[config.mk]
export PLATFORM = sky130hd
export DESIGN_NAME = nor_page_reader
export DESIGN_NICKNAME = d
export VERILOG_FILES = /design/src/rtl/nor_rd_pkg.sv /design/src/rtl/nor_cmd_decode.sv /design/src/rtl/nor_addr_capture.sv /design/src/rtl/nor_page_buf.sv /design/src/rtl/nor_page_reader.sv
export SDC_FILE = /design/constraint.sdc
export NUM_CORES = 1
export LEC_CHECK = 0
export ABC_CLOCK_PERIOD_IN_PS = 2400
export BUFFER_PORTS_ARGS = -buffer_cell sky130_fd_sc_hd__buf_2
export CAP_MARGIN = 10
export CORE_MARGIN = 1.5
export CORE_UTILIZATION = 35
export CTS_CLUSTER_DIAMETER = 30
export DETAILED_ROUTE_END_ITERATION = 12
export GPL_ROUTABILITY_DRIVEN = 0
export PLACE_DENSITY = 0.61
export REMOVE_ABC_BUFFERS = 1
export SLEW_MARGIN = 10
export SYNTH_ARGS = -nofsm -noshare
export SYNTH_HDL_FRONTEND = slang
export SYNTH_SLANG_ARGS = --single-unit
[constraint.sdc]
create_clock -name clk -period 2.4 [get_ports clk]
set_clock_uncertainty 0.05 [all_clocks]
set_input_delay 0.12 -clock clk [delete_from_list [all_inputs] [get_ports clk]]
set_output_delay 0.12 -clock clk [all_outputs]
set_load 0.02 [all_outputs]
[src/rtl/nor_rd_pkg.sv]
package nor_rd_pkg;

   typedef enum logic [1:0] {
      RS_ARRAY  = 2'd0,
      RS_IDENT  = 2'd1,
      RS_STATUS = 2'd2,
      RS_QUERY  = 2'd3
   } rd_state_e;

   localparam logic [15:0] CMD_GO_ARRAY  = 16'h00FF;
   localparam logic [15:0] CMD_GO_IDENT  = 16'h0090;
   localparam logic [15:0] CMD_GO_STATUS = 16'h0070;
   localparam logic [15:0] CMD_GO_QUERY  = 16'h0098;

   // contents of the small read-only array, derived from the low address byte
   function automatic logic [15:0] array_word(input logic [7:0] lo);
      return {lo ^ 8'h3C, ~lo};
   endfunction

endpackage

[src/rtl/nor_cmd_decode.sv]
module nor_cmd_decode
   import nor_rd_pkg::*;
(
   input  logic      clk,
   input  logic      rst_n,
   input  logic      wr_stb,
   input  logic [15:0] cmd,
   output rd_state_e state
);

   rd_state_e state_q;
   logic      known;

   always_comb begin
      known = (cmd == CMD_GO_ARRAY) || (cmd == CMD_GO_IDENT) ||
              (cmd == CMD_GO_STATUS) || (cmd == CMD_GO_QUERY);
   end

   always_ff @(posedge clk or negedge rst_n) begin
      if (!rst_n) begin
         state_q <= RS_ARRAY;
      end else if (wr_stb) begin
         case (cmd)
            CMD_GO_ARRAY:  state_q <= RS_ARRAY;
            CMD_GO_IDENT:  state_q <= RS_IDENT;
            CMD_GO_STATUS: state_q <= RS_STATUS;
            CMD_GO_QUERY:  state_q <= RS_QUERY;
            default:       state_q <= state_q;
         endcase
      end
   end

   assign state = state_q;

   // an unrecognised write keeps the read state
   assert_unknown_keeps_R7: assert property (@(posedge clk) disable iff (!rst_n)
      (wr_stb && !known) |=> $stable(state_q));

   // the read-array code always returns to array reads
   assert_array_cmd_R8: assert property (@(posedge clk) disable iff (!rst_n)
      (wr_stb && cmd == CMD_GO_ARRAY) |=> (state_q == RS_ARRAY));

endmodule

[src/rtl/nor_addr_capture.sv]
module nor_addr_capture #(
   parameter int unsigned AW        = 10,
   parameter bit          ADV_LATCH = 1'b1
) (
   input  logic          clk,
   input  logic          rst_n,
   input  logic          adv_n,
   input  logic [AW-1:0] addr,
   output logic [AW-1:0] eff_addr
);

   if (AW < 8) begin : g_bad_aw
      $error("nor_addr_capture: AW must be at least 8");
   end

   if (ADV_LATCH) begin : g_latch
      logic [AW-1:0] lat_q;

      always_ff @(posedge clk or negedge rst_n) begin
         if (!rst_n)      lat_q <= '0;
         else if (!adv_n) lat_q <= addr;
      end

      assign eff_addr = adv_n ? lat_q : addr;

      // once address-valid is high the captured address holds
      assert_latch_hold_R10: assert property (@(posedge clk) disable iff (!rst_n)
         adv_n |=> $stable(lat_q));
   end else begin : g_transparent
      logic unused_adv;
      logic unused_clk;
      logic unused_rst;
      assign unused_adv = adv_n;
      assign unused_clk = clk;
      assign unused_rst = rst_n;
      assign eff_addr   = addr;
   end

endmodule

[src/rtl/nor_page_buf.sv]
module nor_page_buf
   import nor_rd_pkg::*;
#(
   parameter int unsigned AW        = 10,
   parameter int unsigned PAGE_BITS = 2,
   parameter int unsigned LATENCY   = 3,
   parameter logic [15:0] ID_MFR    = 16'h00C2,
   parameter logic [15:0] ID_DEV    = 16'h227E,
   parameter logic [15:0] ST_READY  = 16'h0080,
   parameter logic [15:0] QRY_FILL  = 16'h0051
) (
   input  logic          clk,
   input  logic          rst_n,
   input  logic          rd_act,
   input  logic [AW-1:0] eff_addr,
   input  rd_state_e     state,
   output logic          hit,
   output logic [15:0]   out_word
);

   localparam int unsigned PAGE_WORDS = 1 << PAGE_BITS;
   localparam int unsigned TW         = AW - PAGE_BITS;
   localparam int unsigned CW         = $clog2(LATENCY + 1);

   if (LATENCY < 1) begin : g_bad_lat
      $error("nor_page_buf: LATENCY must be at least 1");
   end
   if (PAGE_BITS < 2 || PAGE_BITS >= AW) begin : g_bad_page
      $error("nor_page_buf: PAGE_BITS must be at least 2 and below AW");
   end

   function automatic logic [15:0] sense(input rd_state_e st, input logic [7:0] lo);
      case (st)
         RS_ARRAY:  return array_word(lo);
         RS_IDENT:  return (lo[1:0] == 2'd0) ? ID_MFR :
                           (lo[1:0] == 2'd1) ? ID_DEV : 16'h0000;
         RS_STATUS: return ST_READY;
         default:   return QRY_FILL;
      endcase
   endfunction

   logic [TW-1:0] tag_q;
   logic          vld_q;
   logic          loading_q;
   logic [CW-1:0] cnt_q;
   logic [15:0]   page_q [PAGE_WORDS];
   logic [TW-1:0] eff_tag;
   logic          tag_eq;
   logic          load_done;

   assign eff_tag   = eff_addr[AW-1:PAGE_BITS];
   assign tag_eq    = (tag_q == eff_tag);
   assign hit       = vld_q && tag_eq;
   assign load_done = rd_act && loading_q && tag_eq && (cnt_q == '0);

   always_ff @(posedge clk or negedge rst_n) begin
      if (!rst_n) begin
         tag_q     <= '0;
         vld_q     <= 1'b0;
         loading_q <= 1'b0;
         cnt_q     <= '0;
      end else if (!rd_act) begin
         vld_q     <= 1'b0;
         loading_q <= 1'b0;
      end else if (hit) begin
         vld_q     <= 1'b1;
      end else if (!loading_q || !tag_eq) begin
         loading_q <= 1'b1;
         cnt_q     <= CW'(LATENCY - 1);
         tag_q     <= eff_tag;
         vld_q     <= 1'b0;
      end else if (cnt_q == '0) begin
         vld_q     <= 1'b1;
         loading_q <= 1'b0;
      end else begin
         cnt_q     <= cnt_q - CW'(1);
      end
   end

   for (genvar w = 0; w < PAGE_WORDS; w++) begin : g_word
      always_ff @(posedge clk or negedge rst_n) begin
         if (!rst_n)         page_q[w] <= '0;
         else if (load_done) page_q[w] <= sense(state, 8'({tag_q, PAGE_BITS'(w)}));
      end
   end

   assign out_word = page_q[eff_addr[PAGE_BITS-1:0]];

   // leaving the read condition discards the page
   assert_drop_idle_R12: assert property (@(posedge clk) disable iff (!rst_n)
      !rd_act |=> !vld_q);

   // the page becomes valid only after the latency count ran out
   assert_fill_wait_R3: assert property (@(posedge clk) disable iff (!rst_n)
      $rose(vld_q) |-> ($past(loading_q) && $past(cnt_q) == '0));

   // a hit in the buffered page keeps it valid
   assert_hit_holds_R4: assert property (@(posedge clk) disable iff (!rst_n)
      (rd_act && hit) |=> vld_q);

endmodule

[src/rtl/nor_page_reader.sv]
module nor_page_reader
   import nor_rd_pkg::*;
#(
   parameter int unsigned AW        = 10,
   parameter int unsigned PAGE_BITS = 2,
   parameter int unsigned LATENCY   = 3,
   parameter bit          ADV_LATCH = 1'b1
) (
   input  logic          clk,
   input  logic          rst_n,
   input  logic          ce_n,
   input  logic          adv_n,
   input  logic          we_n,
   input  logic [AW-1:0] addr,
   input  logic [15:0]   din,
   output logic [15:0]   dout,
   output logic          dq_oe,
   output logic          wait_o
);

   logic          rd_act;
   logic          wr_stb;
   logic [AW-1:0] eff_addr;
   logic          hit;
   logic [15:0]   out_word;
   rd_state_e     state;

   assign rd_act = !ce_n && we_n;
   assign wr_stb = !ce_n && !we_n;

   nor_cmd_decode u_cmd (
      .clk    (clk),
      .rst_n  (rst_n),
      .wr_stb (wr_stb),
      .cmd    (din),
      .state  (state)
   );

   nor_addr_capture #(
      .AW        (AW),
      .ADV_LATCH (ADV_LATCH)
   ) u_addr (
      .clk      (clk),
      .rst_n    (rst_n),
      .adv_n    (adv_n),
      .addr     (addr),
      .eff_addr (eff_addr)
   );

   nor_page_buf #(
      .AW        (AW),
      .PAGE_BITS (PAGE_BITS),
      .LATENCY   (LATENCY)
   ) u_page (
      .clk      (clk),
      .rst_n    (rst_n),
      .rd_act   (rd_act),
      .eff_addr (eff_addr),
      .state    (state),
      .hit      (hit),
      .out_word (out_word)
   );

   assign dq_oe  = rd_act && hit;
   assign dout   = dq_oe ? out_word : 16'h0000;
   assign wait_o = 1'b0;

endmodule

[Word level (Yosys, flattened, before mapping)]
Cells that the tools add are included.
Cells by class
  shifts and indexed selects: 0
  $add $sub $neg: 1
  multipliers: 0
  reduce and logical (&&, ||, !) cells: 19
  eq/ne operators: 11
  bitwise gates (word level): 7
  muxes and demuxes: 20
  divide/modulo/power cells: 0
  order comparisons: 1
Operators with widths (count)
  $pmux W16 S3: 4
  $eq A16 B8 Y1 const B: 3
  $mux W16: 3
  $bmux W16 S2: 1
  $not A8 Y8: 4
  $eq A16 B7 Y1 const B: 1
  $mux W10: 1
  $eq A8 B8 Y1: 1
  $mux W1: 8
  $pmux W2 S4: 1
  $logic_and A1 B1 Y1: 7
  $reduce_and A3 Y1: 2
  $logic_not A1 Y1: 4
  $logic_not A2 Y1: 2
  $mux W2: 2
  $ne A4 B1 Y1 const B: 1
  $not A4 Y4: 1
  $reduce_and A2 Y1: 2
  $reduce_bool A4 Y1: 1
  $ge A3 B3 Y1 const B: 1
  $ne A3 B1 Y1 const B: 1
  $not A2 Y3: 1
  $eq A2 B1 Y1 const B: 1
  $eq A2 B2 Y1 const B: 1
  other kinds (5): 5
Word-level totals
  RAM bits: 0
  bits in latches: 0
  logic and storage cells: 69
  memories kept: 0
  bits in read-only memories: 0
  output and inout bits: 18
  flip-flop bits (word level): 88

[Longest topological paths before layout]
Gate-level depths: netlist of the first run.
  depth in word-level cells: 7
  gate-level depth with buffers: 7

[Cells and area by module]
From an unflattened synthesis of the first run, not the netlist that was laid out.
Second synthesis, totals
  cell total of the unflattened synthesis: 210
  area total of the unflattened synthesis: 2488.6 um2
By module, submodules not included
  nor_page_buf: cells each 144, times used 1, sequential area each 800.8 um2, area each 1679.1 um2
  nor_addr_capture: cells each 21, times used 1, sequential area each 250.2 um2, area each 411.6 um2
  nor_page_reader: cells each 24, times used 1, sequential area each 0.0 um2, area each 226.5 um2
  nor_cmd_decode: cells each 21, times used 1, sequential area each 50.0 um2, area each 171.4 um2

[Least setup slack after synthesis of the first run]
No wires, ideal clock.
  path kind: input-to-output
  start: input adv_n
  end: output dout[13]
  data arrival time: 2.037 ns
  cell stages on the path: 7
  path slack: 0.193 ns
  buffers on the path: 2
  cell sequence: buf_4 -> mux2_2 -> xor2_1 -> nor4_4 -> nand3_1 -> nor2_1 -> buf_4
RTL lines
  start, declared: line nor_page_reader.sv:12  | input logic adv_n,
  $mux W10
  net eff_addr[8]: line nor_page_reader.sv:23  | logic [AW-1:0] eff_addr;
  $eq A8 B8 Y1: line nor_page_buf.sv:52  | assign tag_eq = (tag_q == eff_tag);
  $logic_and A1 B1 Y1: line nor_page_buf.sv:53  | assign hit = vld_q && tag_eq;
  $logic_and A1 B1 Y1: line nor_page_reader.sv:64  | assign dq_oe = rd_act && hit;
  $mux W16: line nor_page_reader.sv:65  | assign dout = dq_oe ? out_word : 16'h0000;
  end, declared: line nor_page_reader.sv:16  | output logic [15:0] dout,
The timed path passes the listed nets, and every way through them passes these cells. The select of a mux whose other input is x is not followed.

[Worst setup path in the final report of the first run]
  start: register u_addr.g_latch.lat_q[7]
  end: output dout[11]
On the way
  longest elaborated chain between the ends: 5
RTL lines
  start, declared: line nor_addr_capture.sv:17  | logic [AW-1:0] lat_q;
  start signal, assigned: line nor_addr_capture.sv:21  | else if (!adv_n) lat_q <= addr;
  $mux W10
  net eff_addr[7]: line nor_page_reader.sv:23
  $eq A8 B8 Y1: line nor_page_buf.sv:52
  $logic_and A1 B1 Y1: line nor_page_buf.sv:53
  $logic_and A1 B1 Y1: line nor_page_reader.sv:64
  $mux W16: line nor_page_reader.sv:65
The timed path passes the listed nets, and every way through them passes these cells.

==> out/summary.txt, run 1 <==
total power per unit cell area = 537.9 nW/um^2
via/cell ratio = 5.009
Via Count = 1758
drt wl/cell = 13.50 microns
Setup WS post-layout = 0.05180 ns
Layout area overhead = 24.89%
starting density of the core = 36.29%
yosys warns = 0
DRC = 0
Final Net Count = 309
first-pass GRT wire length = 7810 microns
most common cell in the netlist = dfrtp_1
Final Critical Period = 2.348 ns
Avg Cell Area, Syn = 10.88 sq um
clock transition at the registers of the reported paths = 0.08 ns
leak pwr = 1.468 nW
Syn Inst Count = 213
post-synthesis sequential area ratio = 47.52%
Final Util = 45.32%
placement row count = 29
Max Cap Viol = 0
FFs w/ async S/R, synth = 100.0%
Sink Count = 44
largest net degree at the start of global routing = 45
startpoint types = flip-flop
Setup TNS = 0 ns
Critical Path Fanout Max = 5
final hold violations = 0
Die W = 84.37 microns
crit end category = output pin
Max Clock Freq = 425.9 MHz
Peak VDD IR = 0.2347 mV
status = finished, final reports clean
Synth cell types = 36
Reg area = 1101 sq um
Core Region = 6386 sq um
critical path class = reg2out
number of global-route vias before repair = 1649
synth top area cells = dfrtp_1, mux2_2, mux2_1
largest area contributor in the netlist = dfrtp_1
measured slew at the worst slew-check pin = 0.9864 ns
CTS tree = done
initial antenna violation count = 0
DRT Pass-1 Iters = 4
WP data arrival = 2.18 ns
footprint of the multi-input gates = 1172 sq um
IO buf count = 47
Cell Area, Synth = 2317 sq um
share of the synthesized area in the top cell type = 47.52%
Routed WL = 4740 microns
Max Root-Sink Buffers = 2
Worst Hold Class = in2reg
prevailing post-synth register cell = dfrtp_1
setup violators final = 0
share of cells above drive strength 1 = 35.77%
Max-slew headroom = 34.24%
Initial DRC Count = 46
RSZ-0062 raised after global routing = yes
htree depth = 2
period utilization = 97.84%
GR Overflow Total = 0
ANT nets after route = 0
fillcell total = 621
Seq cells post-synth = 44
total track usage = 13.79%
Die H = 84.37 microns
Post-synth EDFFs = 0
ANT cells = 0
I/O pin count = 49
HPWL Detailed = 3378 microns
Root Buffer = clkbuf_8
clock latency on the worst-skew pair = 0.29 ns
CTS buffer count = 5
Final Max Tran Viols = 0
pre-CTS WS = -0.01985 ns
top cells by count, synth = dfrtp_1, nor2_1, mux2_2, inv_1, mux2_1
Die ar. = 7117 sq um
Worst Path Required = 2.23 ns
==> flip-flops by register name (all words and copies together), names as in the netlist <==
register and count:
u_page.loading_q 1, u_cmd.state 2, u_page.page_q 20, u_page.tag_q 8, u_page.cnt_q 2, u_page.vld_q 1
u_addr.g_latch.lat_q 10
==> area by class of cell <==
| cell class | count | share of cell area [%] |
|---|---|---|
| clock inverters | 1 | 0.1729 |
| inverters | 14 | 1.816 |
| repair buffers | 62 | 13.62 |
| multi-input cells | 147 | 40.51 |
| clock buffers | 6 | 2.508 |
| flip-flops and latches | 44 | 38.05 |
| well taps | 77 | 3.329 |
==> per-stage QoR <==
| step | hold WS, ns | cell area (sq um) | power [W] | instances |
|---|---|---|---|---|
| 5_1_grt | 0.04895 | 2894 | 0.001639 | 351 |
| 4_1_cts | 0.04553 | 2783 | 0.001548 | 349 |
| 3_3_place_gp | 0.2930 | 2673 | 0.001095 | 338 |
| 2_1_floorplan | -0.2256 | 2273 | 0.001003 | 205 |
| 6_report | 0.04801 | 2894 | 0.001557 | 351 |
| 3_5_place_dp | 0.2960 | 2673 | 0.001100 | 338 |
==> path summary, 6_finish.rpt <==
kind,start,endpoint,slack (ns),depth (start not counted)
setup / recovery,u_addr.g_latch.lat_q[7],dout[11],0.05,8
hold / removal,addr[5],u_addr.g_latch.lat_q[5],0.05,2
setup reg to reg,u_addr.g_latch.lat_q[3],u_page.page_q[55],0.13,8
hold reg to reg,u_page.page_q[29],u_page.page_q[29],0.45,1
max in group asynchronous,rst_n,u_page.cnt_q[1],1.21,2
min in group asynchronous,rst_n,u_addr.g_latch.lat_q[5],0.48,2
==> repair_timing <==
item / CTS / global route
pin swaps: 2 / 5
setup endpoints to repair: 7 / 15
setup buffers: 3 / 2
hold endpoints to repair: 44 / 0
hold buffers: 1 / 0
gates resized for setup: 0 / 27
==> routing by layer <==
| layer | part of all wire, % | up-vias | global-route usage (%) |
|---|---|---|---|
| li1 | - | 855 | - |
| met1 | 48 | 843 | 18.44 |
| met2 | 46 | 51 | 21.53 |
| met3 | 4.8 | 9 | 3.736 |
| met4 | 1.8 | 0 | 5.132 |
| met5 | 0 | - | 0 |
==> kinds of logic (layout without fill, tap and decap cells) <==
kind of cell / after synthesis / in the layout / share of synthesized area (%)
simple gates: 63 / 63 / 15.28
mux: 45 / 45 / 21.17
flops: 44 / 44 / 47.52
compound gates: 26 / 26 / 6.534
buf+inv: 22 / 83 / 4.158
xor+xnor: 8 / 8 / 3.024
fa+ha+maj: 4 / 4 / 2.160
other cells: 1 / 1 / 0.1618
==> cell usage in the layout, fill, tap and decap left out, types with 2 or more instances in the layout <==
cell type / netlist / routed
a21oi_1: 9 / 9
and2_1: 3 / 3
buf_2: 2 / 37
buf_4: 3 / 19
buf_6: 0 / 5
clkbuf_8: 0 / 5
dfrtp_1: 44 / 44
ha_1: 4 / 4
inv_1: 14 / 14
mux2_1: 14 / 14
mux2_2: 18 / 17
mux2i_1: 13 / 13
nand2_1: 9 / 9
nand2b_1: 5 / 5
nand3_1: 5 / 5
nand4_1: 2 / 2
nor2_1: 23 / 17
nor2_2: 0 / 4
nor2_4: 0 / 2
nor2b_1: 3 / 3
nor4_1: 3 / 3
nor4_4: 2 / 2
o21ai_0: 12 / 12
xor2_1: 7 / 7
==> critical path: stages (launching register included) <==
cell and delay, ns:
dfrtp_1 0.36, mux2_4 0.30, xnor2_4 0.16, nor4_4 0.38, nand4_1 0.16, buf_6 0.17, buf_6 0.13, nor2_4 0.09
buf_6 0.11
==> where the power goes <==
| part | switching [W] | internal [W] |
|---|---|---|
| logic | 0.000146 | 0.000144 |
| registers | 0.0000361 | 0.000788 |
| clock network | 0.000244 | 0.000198 |
| total | 0.000427 | 0.00113 |
Note: power is estimated with default switching activity, not from simulation.
==> run 2: changes to the inputs <==
--- a/config.mk
+++ b/config.mk
@@ -8,12 +8,12 @@
 export ABC_CLOCK_PERIOD_IN_PS = 2400
 export BUFFER_PORTS_ARGS = -buffer_cell sky130_fd_sc_hd__buf_2
 export CAP_MARGIN = 10
-export CORE_MARGIN = 1.5
-export CORE_UTILIZATION = 35
+export CORE_MARGIN = 3
+export CORE_UTILIZATION = 54
 export CTS_CLUSTER_DIAMETER = 30
 export DETAILED_ROUTE_END_ITERATION = 12
 export GPL_ROUTABILITY_DRIVEN = 0
-export PLACE_DENSITY = 0.61
+export PLACE_DENSITY = 0.85
 export REMOVE_ABC_BUFFERS = 1
 export SLEW_MARGIN = 10
 export SYNTH_ARGS = -nofsm -noshare
==> out/summary.txt, run 2 (same netlist as run 1, synthesis figures left out) <==
largest registers = u_page.page_q (20), u_addr.g_latch.lat_q (10), u_page.tag_q (8)
Post-Layout Inst Area = 2885 sq um (-0.30%)
Worst Path Required = 2.23 ns (about the same)
status = complete, but fails checks
reg2reg end = u_page.page_q[29]
DRC = 0 (unchanged)
hold endpoint = u_addr.g_latch.lat_q[5]
RR Startpoint = u_addr.g_latch.lat_q[3]
WP data arrival = 2.24 ns (+0.06 ns)
fillcell total = 282 (-55%)
RSZ-0062 raised after global routing = yes
total power per unit cell area = 526.9 nW/um^2 (-2.0%)
Layout area overhead = 24.51%
Die H = 71.51 microns (-15%)
Peak VDD IR = 0.2654 mV (+13%)
I/O pin count = 49 (unchanged)
leak pwr = 1.461 nW (-0.45%)
Die ar. = 5113 sq um (-28%)
most flop-heavy register = u_page.page_q
clock share of power = 27.0% (-1.4 points)
first-pass GRT wire length = 7527 microns (-3.6%)
Pint = 0.001112 W (-1.6%)
Max Cap Viol = 0 (unchanged)
ANT cells = 0 (unchanged)
Final Net Count = 307 (-0.65%)
Comb power frac = 18.3% (-0.3 points)
Via Count = 1772 (+0.80%)
Flop pwr share = 54.6% (+1.7 points)
Worst Hold Class = in2reg
switching part of the total = 26.83% (-0.57 points)
measured slew at the worst slew-check pin = 0.9457 ns (-0.04072 ns)
Final Critical Period = 2.405 ns (+0.05690 ns)
Area after DPL = 2631 sq um (-1.5%)
DRT Pass-1 Iters = 4 (unchanged)
pre-CTS WS = 0.1159 ns (+0.1357 ns)
Critical Path Fanout Max = 9 (+4)
Max-slew headroom = 36.95% (+2.7 points)
initial antenna violation count = 0 (unchanged)
Max Root-Sink Buffers = 2 (unchanged)
Fin Hold WS = 0.04800 ns (-0.00001120 ns)
total track usage = 18.90% (+5.1 points)
hold path depth = 2 (unchanged)
FF-to-FF setup slack = 0.23 ns (+0.10 ns)
Setup WS post-layout = -0.005105 ns (-0.05690 ns)
ANT nets after route = 0 (unchanged)
Switch Pwr = 0.0004080 W (-4.3%)
final hold violations = 0 (unchanged)
setup violators final = 1 (+1)
Max Clock Freq = 415.8 MHz (-2.4%)
DP Cell Count = 310 (-8.3%)
drt wl/cell = 14.79 microns (+9.5%)
critical path class = reg2out
most common cell after layout, fill and taps aside = dfrtp_1
placement row count = 23 (-21%)
fin cells = 320 (-8.8%)
Final Util = 71.11% (+26 points)
htree depth = 2 (unchanged)
starting density of the core = 57.11% (+21 points)
Root Buffer = clkbuf_8
Core Region = 4058 sq um (-36%)
Die W = 71.51 microns (-15%)
CTS buffer count = 5 (unchanged)
Initial DRC Count = 123 (+170%)
Routed WL = 4733 microns (-0.15%)
reg2reg path depth = 7 (-1)
failing checks = setup timing
crit end category = output pin
share of cells above drive strength 1 = 35.93% (+0.16 points)
IO buf count = 47 (unchanged)
HPWL Detailed = 3243 microns (-4.0%)
via/cell ratio = 5.538 (+11%)
min-delay src = addr[5]
largest net degree at the start of global routing = 45 (unchanged)
Largest register FFs = 20 (unchanged)
startpoint types = flip-flop
Sink Count = 44 (unchanged)
most frequent cells in the layout = dfrtp_1, buf_2, buf_4
GR Overflow Total = 0 (unchanged)
number of global-route vias before repair = 1702 (+3.2%)
clock latency on the worst-skew pair = 0.29 ns (about the same)
period utilization = 100.2% (+2.4 points)
clock transition at the registers of the reported paths = 0.07 ns (about the same)
CTS tree = done
Final Max Tran Viols = 0 (unchanged)
-- run 2: repair_timing --
| item | in CTS | in global routing |
|---|---|---|
| buffers inserted | 2 | 2 |
| pin swaps | 3 | 4 |
| endpoints found under the setup margin | 5 | 16 |
| hold buffers | 1 | 0 |
| resized for setup | 5 | 35 |
| hold endpoints to repair | 44 | 0 |
-- run 2: worst max-delay path, cell delays in order, from the launching register on --
cell	delay (ns)
dfrtp_1	0.37
mux2_4	0.30
xor2_4	0.16
nor4_4	0.38
nand3_1	0.14
buf_6	0.16
a21oi_1	0.22
buf_4	0.21
-- run 2: worst max path at each step --
stage / start / slack (ns) / to
global route: u_addr.g_latch.lat_q[3] / -0.13 / dout[6]
global placement: adv_n / 0.16 / dout[15]
detailed placement: adv_n / 0.12 / dout[10]
finish: u_addr.g_latch.lat_q[3] / -0.005 / dout[6]
floorplan: u_addr.g_latch.lat_q[8] / -0.07 / u_page.page_q[20]
CTS: u_addr.g_latch.lat_q[4] / 0.0008 / dout[1]
-- run 2: per-layer routing --
layer / share of wire (%) / vias to the layer above / GRT usage [%]
li1: - / 850 / -
met1: 42 / 849 / 23.18
met2: 50 / 67 / 31.53
met3: 6.7 / 6 / 4.488
met4: 1.7 / 0 / 8.559
met5: 0 / - / 0
-- run 2: layout make-up --
| cell class | instances | area, sq um | area share [%] |
|---|---|---|---|
| well taps | 50 | 62.56 | 2.168 |
| inverters | 14 | 52.55 | 1.821 |
| repair buffers | 60 | 400.4 | 13.88 |
| flip-flops and latches | 44 | 1101 | 38.16 |
| multi-input cells | 147 | 1200 | 41.59 |
| clock buffers | 5 | 68.82 | 2.385 |
-- run 2: stage by stage --
step	power (W)	TNS, ns
finish	0.001520	-0.005105
global route	0.001599	-0.5299
CTS	0.001524	0
detailed placement	0.001097	0
global placement	0.001088	0
floorplan	0.001003	-0.9532
-- run 2: power by group through the flow --
stage                     sequential [W]  clock [W]  combinational, W
final                           0.000831   0.000411          0.000279
after global routing            0.000837   0.000453          0.000309
after CTS                       0.000826   0.000428          0.000270
after detailed placement        0.000839          0          0.000258
after global placement          0.000838          0          0.000250
after floorplan                 0.000827          0          0.000176
==> run 3: changes to the inputs <==
--- a/config.mk
+++ b/config.mk
@@ -15,6 +15,7 @@
 export GPL_ROUTABILITY_DRIVEN = 0
 export PLACE_DENSITY = 0.85
 export REMOVE_ABC_BUFFERS = 1
+export SETUP_SLACK_MARGIN = 0.5
 export SLEW_MARGIN = 10
 export SYNTH_ARGS = -nofsm -noshare
 export SYNTH_HDL_FRONTEND = slang
==> out/summary.txt, run 3 (same netlist as run 1, synthesis figures left out) <==
status = finished, final reports clean
placement row count = 23 (unchanged)
critical-path cell list = mux2_4 > xor2_4 > nor4_4 > buf_4 > nand3_4 > buf_6 > nor2_4 > buf_6
share of cells above drive strength 1 = 49.64% (+14 points)
I/O pin count = 49 (unchanged)
FF-to-FF setup slack = 0.12 ns (-0.11 ns)
Die W = 71.51 microns (unchanged)
Final Util = 80.70% (+9.6 points)
CTS buffer count = 5 (unchanged)
most common cell after layout, fill and taps aside = dfrtp_1
setup violators final = 0 (-1)
critical path class = reg2out
first-pass GRT wire length = 9425 microns (+25%)
Core Region = 4058 sq um (unchanged)
Max Cap Viol = 0 (unchanged)
measured slew at the worst slew-check pin = 0.9303 ns (-0.01540 ns)
Max Clock Freq = 420.1 MHz (+1.0%)
Final Net Count = 317 (+3.3%)
Final Max Tran Viols = 0 (unchanged)
RSZ-0062 raised after global routing = yes
slowest stage delay, CP = 0.39 ns (about the same)
Most Crowded Layer GR = met2
Post-Layout Inst Area = 3274 sq um (+13%)
Via Count = 1956 (+10%)
starting density of the core = 57.11% (unchanged)
most flop-heavy register = u_page.page_q
Max-slew headroom = 37.98% (+1.0 points)
largest registers = u_page.page_q (20), u_addr.g_latch.lat_q (10), u_page.tag_q (8)
clock latency on the worst-skew pair = 0.29 ns (about the same)
number of global-route vias before repair = 2031 (+19%)
total power per unit cell area = 491.4 nW/um^2 (-6.7%)
slowest CP cell = dfrtp_1
ANT cells = 0 (unchanged)
HPWL Detailed = 3243 microns (unchanged)
GR Overflow Total = 0 (unchanged)
Routed WL = 6835 microns (+44%)
Peak VDD IR = 0.2778 mV (+4.7%)
DP Cell Count = 310 (unchanged)
met3 usage = 6.311% (+1.8 points)
ANT nets after route = 0 (unchanged)
met2 Track Usage GR = 40.41% (+8.9 points)
CP top delay family = simple AND/OR/NAND/NOR gates
cell repeated most along the worst path = buf_6
Worst Hold Class = in2reg
CP Buf/Inv Count = 3 (+1)
htree depth = 2 (unchanged)
CTS tree = done
WP data arrival = 2.21 ns (-0.03 ns)
Final Critical Period = 2.381 ns (-0.02460 ns)
IO buf count = 47 (unchanged)
crit end category = output pin
Root Buffer = clkbuf_8
period utilization = 99.19% (-1.0 points)
Max Root-Sink Buffers = 2 (unchanged)
Largest register FFs = 20 (unchanged)
startpoint types = flip-flop
fin cells = 330 (+3.1%)
initial antenna violation count = 0 (unchanged)
total track usage = 24.12% (+5.2 points)
largest net degree at the start of global routing = 45 (unchanged)
final hold violations = 0 (unchanged)
Worst Path Required = 2.23 ns (about the same)
Sink Count = 44 (unchanged)
Layout area overhead = 41.31%
most frequent cells in the layout = dfrtp_1, buf_2, buf_6
drt wl/cell = 20.71 microns (+40%)
Critical Path Fanout Max = 5 (-4)
Die ar. = 5113 sq um (unchanged)
Die H = 71.51 microns (unchanged)
Area after DPL = 2631 sq um (unchanged)
clock transition at the registers of the reported paths = 0.07 ns (about the same)
DRT Pass-1 Iters = 4 (unchanged)
via/cell ratio = 5.927 (+7.0%)
DRC = 0 (unchanged)
met1 Usage GRT = 27.26% (+4.1 points)
leak pwr = 1.580 nW (+8.1%)
Initial DRC Count = 190 (+54%)
==> run 3: area by class of cell <==
cell class              count  area [sq um]
clock buffers               5         68.82
fillers                   211         783.3
inverters                  14         52.55
multi-input cells         147          1383
flip-flops and latches     44          1101
well taps                  50         62.56
repair buffers             70         606.8
==> run 3: worst register-to-register path: stages (launching register included) <==
cell     delay, ns
dfrtp_1       0.37
mux2_2        0.31
xor2_1        0.26
nor4_4        0.07
buf_4         0.16
buf_6         0.12
buf_6         0.12
a31oi_4       0.19
buf_6         0.16
mux2_2        0.34
==> run 3: per-layer routing <==
metal	wire [microns]	vias up	part of all wire [%]
met1	2612	971	38
met3	393	25	5.7
met2	3516	91	51
li1	-	869	-
met4	312	0	4.6
met5	0	-	0
==> run 3: worst paths after layout <==
check	from	endpoint	cells past startpoint
max	u_addr.g_latch.lat_q[8]	dout[13]	8
min	addr[2]	u_addr.g_latch.lat_q[2]	2
max reg2reg	u_addr.g_latch.lat_q[3]	u_page.tag_q[0]	9
min reg2reg	u_page.page_q[33]	u_page.page_q[33]	1
max in group asynchronous	rst_n	u_page.loading_q	2
min in group asynchronous	rst_n	u_addr.g_latch.lat_q[3]	2
==> run 3: through the flow <==
step | power, W | hold WS, ns | setup TNS [ns] | setup WS (ns)
floorplan | 0.001003 | -0.2256 | -0.9532 | -0.06809
global placement | 0.001088 | 0.2657 | 0 | 0.1633
detailed placement | 0.001097 | 0.2757 | 0 | 0.1159
CTS | 0.001554 | 0.03307 | 0 | 0.05332
global route | 0.001675 | 0.05418 | -0.1505 | -0.02912
finish | 0.001609 | 0.04781 | 0 | 0.01950
==> run 3: what timing repair did <==
action,4_1_cts,5_1_grt
hold endpoints to repair,44,0
gates cloned,3,0
resized for setup,47,65
setup endpoints to repair,47,51
pin swaps,4,4
hold buffers,1,0
setup buffers,9,2
==> run 3: power breakdown <==
part           total [W]  internal (W)  switching, W
combinational   0.000347      0.000164      0.000183
clock           0.000422      0.000188      0.000234
sequential      0.000841      0.000788     0.0000522
